File: src/rtl/fetch_ctl_pkg.sv
package fetch_ctl_pkg;

    typedef enum logic [2:0] {
        FS_IDLE   = 3'd0,
        FS_RUN    = 3'd1,
        FS_SQUASH = 3'd2,
        FS_BLOCK  = 3'd3,
        FS_MWAIT  = 3'd4,
        FS_MREADY = 3'd5
    } fstate_e;

    typedef enum logic [1:0] {
        PC_HOLD = 2'd0,
        PC_CMT  = 2'd1,
        PC_DEC  = 2'd2,
        PC_ADV  = 2'd3
    } pc_op_e;

endpackage

File: src/rtl/fetch_ctl_span.sv
// Works out the aligned line address and how many instructions are left
// before the line end, capped at the fetch width.
module fetch_ctl_span #(
    parameter int AW         = 32,
    parameter int LINE_BYTES = 64,
    parameter int FETCH_W    = 4,
    parameter int INST_B     = 4,
    localparam int OFFW      = $clog2(LINE_BYTES),
    localparam int CNTW      = $clog2(FETCH_W + 1)
) (
    input  logic [AW-1:0]   pc,
    output logic [AW-1:0]   line_addr,
    output logic [CNTW-1:0] cnt
);

    logic [OFFW:0] left_b;
    logic [OFFW:0] left_i;

    assign line_addr = {pc[AW-1:OFFW], {OFFW{1'b0}}};

    always_comb begin
        left_b = (OFFW+1)'(LINE_BYTES) - {1'b0, pc[OFFW-1:0]};
        left_i = left_b / (OFFW+1)'(INST_B);
        if (int'(left_i) > FETCH_W) begin
            cnt = CNTW'(FETCH_W);
        end else begin
            cnt = CNTW'(left_i);
        end
    end

endmodule

File: src/rtl/fetch_ctl_pc.sv
// Fetch address register pair: current address and sequential successor.
module fetch_ctl_pc
    import fetch_ctl_pkg::*;
#(
    parameter int          AW       = 32,
    parameter int          INST_B   = 4,
    parameter logic [AW-1:0] RESET_PC = '0
) (
    input  logic          clk,
    input  logic          rst_n,
    input  pc_op_e        op,
    input  logic [AW-1:0] cmt_pc,
    input  logic [AW-1:0] dec_pc,
    input  logic [AW-1:0] adv_bytes,
    output logic [AW-1:0] pc,
    output logic [AW-1:0] next_pc
);

    logic [AW-1:0] target;

    always_comb begin
        unique case (op)
            PC_CMT:  target = cmt_pc;
            PC_DEC:  target = dec_pc;
            PC_ADV:  target = pc + adv_bytes;
            default: target = pc;
        endcase
    end

    always_ff @(posedge clk) begin
        if (!rst_n) begin
            pc      <= RESET_PC;
            next_pc <= RESET_PC + AW'(INST_B);
        end else if (op != PC_HOLD) begin
            pc      <= target;
            next_pc <= target + AW'(INST_B);
        end
    end

endmodule

File: src/rtl/fetch_ctl.sv
module fetch_ctl
    import fetch_ctl_pkg::*;
#(
    parameter int            AW         = 32,
    parameter int            LINE_BYTES = 64,
    parameter int            FETCH_W    = 4,
    parameter int            NSTALL     = 4,
    parameter logic [AW-1:0] RESET_PC   = '0,
    localparam int           INST_B     = 4,
    localparam int           IB_SH      = $clog2(INST_B),
    localparam int           CNTW       = $clog2(FETCH_W + 1)
) (
    input  logic              clk,
    input  logic              rst_n,
    input  logic              cmt_squash,
    input  logic [AW-1:0]     cmt_pc,
    input  logic              dec_squash,
    input  logic [AW-1:0]     dec_pc,
    input  logic              rob_squashing,
    input  logic [NSTALL-1:0] stall_vec,
    input  logic              ic_miss,
    input  logic              xlate_fault,
    input  logic              fill_done,
    output logic [AW-1:0]     pc,
    output logic [AW-1:0]     next_pc,
    output logic              line_req,
    output logic [AW-1:0]     line_addr,
    output logic              fetch_en,
    output logic [CNTW-1:0]   fetch_cnt,
    output logic              miss_cancel,
    output logic [2:0]        fst
);

    fstate_e       st, st_n;
    pc_op_e        op;
    logic          any_stall;
    logic [AW-1:0] adv_bytes;

    assign any_stall = |stall_vec;
    assign fst       = st;
    assign adv_bytes = AW'(fetch_cnt) << IB_SH;

    fetch_ctl_span #(
        .AW(AW), .LINE_BYTES(LINE_BYTES), .FETCH_W(FETCH_W), .INST_B(INST_B)
    ) u_span (
        .pc        (pc),
        .line_addr (line_addr),
        .cnt       (fetch_cnt)
    );

    fetch_ctl_pc #(
        .AW(AW), .INST_B(INST_B), .RESET_PC(RESET_PC)
    ) u_pc (
        .clk       (clk),
        .rst_n     (rst_n),
        .op        (op),
        .cmt_pc    (cmt_pc),
        .dec_pc    (dec_pc),
        .adv_bytes (adv_bytes),
        .pc        (pc),
        .next_pc   (next_pc)
    );

    // State register
    always_ff @(posedge clk) begin
        if (!rst_n) begin
            st <= FS_IDLE;
        end else begin
            st <= st_n;
        end
    end

    // Priority resolution, next state and outputs
    always_comb begin
        st_n     = st;
        op       = PC_HOLD;
        line_req = 1'b0;
        fetch_en = 1'b0;
        if (cmt_squash) begin
            st_n = FS_SQUASH;
            op   = PC_CMT;
        end else if (rob_squashing) begin
            st_n = FS_SQUASH;
        end else if (dec_squash && st != FS_SQUASH) begin
            st_n = FS_SQUASH;
            op   = PC_DEC;
        end else if (any_stall) begin
            st_n = FS_BLOCK;
        end else begin
            unique case (st)
                FS_BLOCK: begin
                    st_n = FS_RUN;
                end
                FS_MWAIT: begin
                    if (fill_done) begin
                        st_n = FS_MREADY;
                    end
                end
                FS_MREADY: begin
                    fetch_en = 1'b1;
                    op       = PC_ADV;
                    st_n     = FS_RUN;
                end
                default: begin
                    line_req = 1'b1;
                    if (xlate_fault) begin
                        st_n = FS_BLOCK;
                    end else if (ic_miss) begin
                        st_n = FS_MWAIT;
                    end else begin
                        fetch_en = 1'b1;
                        op       = PC_ADV;
                        st_n     = FS_RUN;
                    end
                end
            endcase
        end
        miss_cancel = (st == FS_MWAIT) && (st_n != FS_MWAIT) && (st_n != FS_MREADY);
    end

endmodule

File: config.mk
export PLATFORM = sky130hd
export DESIGN_NAME = fetch_ctl
export DESIGN_NICKNAME = d
export VERILOG_FILES = /design/src/rtl/fetch_ctl_pkg.sv /design/src/rtl/fetch_ctl_span.sv /design/src/rtl/fetch_ctl_pc.sv /design/src/rtl/fetch_ctl.sv
export SDC_FILE = /design/constraint.sdc
export NUM_CORES = 1
export LEC_CHECK = 0
export BUFFER_PORTS_ARGS = -buffer_cell sky130_fd_sc_hd__buf_4
export CAP_MARGIN = 20
export CELL_PAD_IN_SITES_DETAIL_PLACEMENT = 1
export CELL_PAD_IN_SITES_GLOBAL_PLACEMENT = 2
export CORE_ASPECT_RATIO = 2
export CORE_MARGIN = 1.5
export CORE_UTILIZATION = 30
export DETAILED_ROUTE_END_ITERATION = 7
export PLACE_DENSITY = 0.8
export SLEW_MARGIN = 20
export SYNTH_ARGS = -nofsm -noshare
export SYNTH_HDL_FRONTEND = slang
export SYNTH_HIERARCHICAL = 1
export SYNTH_SLANG_ARGS = --single-unit
File: constraint.sdc
create_clock -name clk -period 5 [get_ports clk]
set_input_delay 0.75 -clock clk [delete_from_list [all_inputs] [get_ports clk]]
set_output_delay 0.75 -clock clk [all_outputs]
set_load 0.03 [all_outputs]
==> out/metrics.cfg <==
[power_and_ir_drop]
p_leak_nw=3.676
ir_worst_vdd_v=0.0001805
power_density_nw_per_um2=265.7
power_mw=2.163

[route]
drt-initial-drc-count=238
drc_errors=0
first_pass_iters=4
routed_wl_mm=27.41
wl_per_cell_um=22.13
viasPerCell=5.540
vias=6864
postRouteAntennaNets=0

[timing]
setup_viol=0
rsz0062_at_grt=no
slew_viol_final=0
max_freq_ghz=0.2266
fin_tns_setup_ns=0
tightest_slew_ns=0.6763
finClkSkew_ns=0.004534
finalCritPeriodShare_pct=88.26
finalHoldViolations=0
fin_ws_ns=0.5870
timing.slew.headroom_pct=54.91
min_period_ns=4.413

[clock_tree]
cts_inserted_buffers=9
cts-htree-levels=3
root_buffer=clkbuf_16
insertion_delay_ns=0.33
cts_buffer_depth=2
post-cts-setup-buffers=0
cts_hold_buf=0
cts_resized=0
clk_pin_slew_ns=0.06
tritoncts=done
numClockSinks=65

[logic_synthesis]
syn_inst=797
synth_cell_type_count=96
yosys.area_share.simple_pct=26.12
avgSynthCellArea_um2=7.854
ys_async_sr_fraction_pct=0
post-synth-top-area-cell=dfxtp_1
synth_compound_area_share_pct=26.80
synth_top_area_share_pct=20.79
synth_xor_area_share_pct=5.437
synthAdderAreaFrac_pct=6.716
netlist_area_um2=6260
synth-seq-cells=65
yosysWarnings=6
synth_top_family_by_area=compound AO/OA/AOI/OAI gates
synth-edff-count=0
seq_area_frac_synth_pct=20.79
ys.flop_type=dfxtp_1
ys_top_cells_by_area=dfxtp_1 21%, ha_1 6.4%, a21oi_1 5.4%
synthMuxAreaShare_pct=5.597

[layout]
antenna_cells=0
ff_latch_area_um2=1301
layout_common_cells=202 x buf_4, 77 x nand2_1, 67 x nor2_1, 67 x a21oi_1, 65 x dfxtp_1
final_area_um2=8143
area_delta_synth_final_pct=30.08
fin_util_pct=39.79
fin_nets=1077
layout_commonest_cell=buf_4
fill_cells=2519
multi_input_area_um2=4592
drive_above_1_share_pct=28.67

[floorplan]
rows=74
die_h_um=207.3
die-width_um=105.1
dieArea_um2=21790
core_area_um2=20460
boundaryPins=181
initial_core_util_pct=30.59

[global_route]
grt_max_degree=46
overflow=0
antenna_found_initial=0
grt_first_pass_wirelength_mm=41.15
grt_usage_pct=25.03
grt_pass1_vias=7206

[setup_path]
required_ns=5.25
path_max_fanout=9
cp-end-kind=flip-flop
r2r_end=u_pc/next_pc[24]
crit_arrival_ns=4.66
crit_type=flip-flop to flip-flop
reg2reg_depth=14
start_kind=flip-flop
rrSetupSlack_ns=0.59

[placed_design]
port_buffers=174
hpwl_mm=22.73
post-place-ws_ns=0.4449
postPlaceCellArea_um2=7814
gp_congestion=0.9233

[outcome]
status=completed

[min_path]
hold_path.class=flip-flop to flip-flop
whs_path_depth=2
hp-start=u_pc/next_pc[13]
min_to=u_pc/next_pc[13]

[job]
cap_violations=0

power by group:
group | internal (mW) | leakage, nW | switching, mW
combinational | 0.314 | 2.98 | 0.530
sequential | 0.561 | 0.539 | 0.0517
clock | 0.452 | 0.159 | 0.255
total | 1.33 | 3.68 | 0.837
worst max-delay path by stage:
stage                       endpoint         start
floorplan           u_pc/next_pc[24]     flip-flop
global placement    u_pc/next_pc[31]  stall_vec[1]
detailed placement  u_pc/next_pc[24]  stall_vec[1]
CTS                 u_pc/next_pc[24]     flip-flop
global route        u_pc/next_pc[31]     flip-flop
finish              u_pc/next_pc[24]     flip-flop
sequential cells by signal (all words and copies together), names as in the netlist, named ones only:
register and count:
u_pc/pc 30, u_pc/next_pc 30, fst 3
layer usage:
| layer | global-route usage (%) | wire (µm) |
|---|---|---|
| met5 | 0 | 0 |
| met4 | 19.84 | 2356 |
| met3 | 2.323 | 1009 |
| met2 | 49.15 | 15080 |
| met1 | 22.55 | 8963 |
Yosys cell counts, types with 18 or more instances:
| master | number |
|---|---|
| xnor2_1 | 20 |
| dfxtp_1 | 65 |
| nand2_1 | 78 |
| nor2_1 | 67 |
| o21ai_0 | 41 |
| clkbuf_1 | 18 |
| nor3_1 | 23 |
| ha_1 | 32 |
| a21oi_1 | 67 |
| buf_4 | 36 |
layout make-up:
cell class,count,area share (%)
clock buffer,10,2.935
clock inverter,6,1.106
inverter,19,0.8758
multi-input combinational,671,56.39
sequential,65,15.98
tap,266,4.087
timing repair buffer,202,18.62
kinds of logic after synthesis:
logic type	after synthesis
adder cells (fa/ha/maj)	33
flip-flops	65
XOR/XNOR	38
AND/OR/NAND/NOR	294
buffers and inverters	95
AO/OA/AOI/OAI	242
other	2
multiplexers	28
per-stage QoR:
stage	std cells	hold slack, ns
after floorplan	831	0.5800
after global placement	1223	0.4508
after detailed placement	1223	0.4585
after CTS	1239	0.4665
after global routing	1239	0.4793
final	1239	0.4652
critical path: stages, from the launching register on:
cell and delay [ns]:
dfxtp_1 0.42, or4_4 0.56, nor3b_1 0.17, ha_1 0.37, nor2_1 0.11, a211oi_4 0.36
o31ai_1 0.13, xnor2_1 0.48, or2_1 0.21, o2111a_2 0.26, nand3b_4 0.10, or4b_4 0.54
nor3_4 0.29, a221oi_1 0.12, a211oi_1 0.21
No activity file was read; power rests on OpenSTA's default activity.
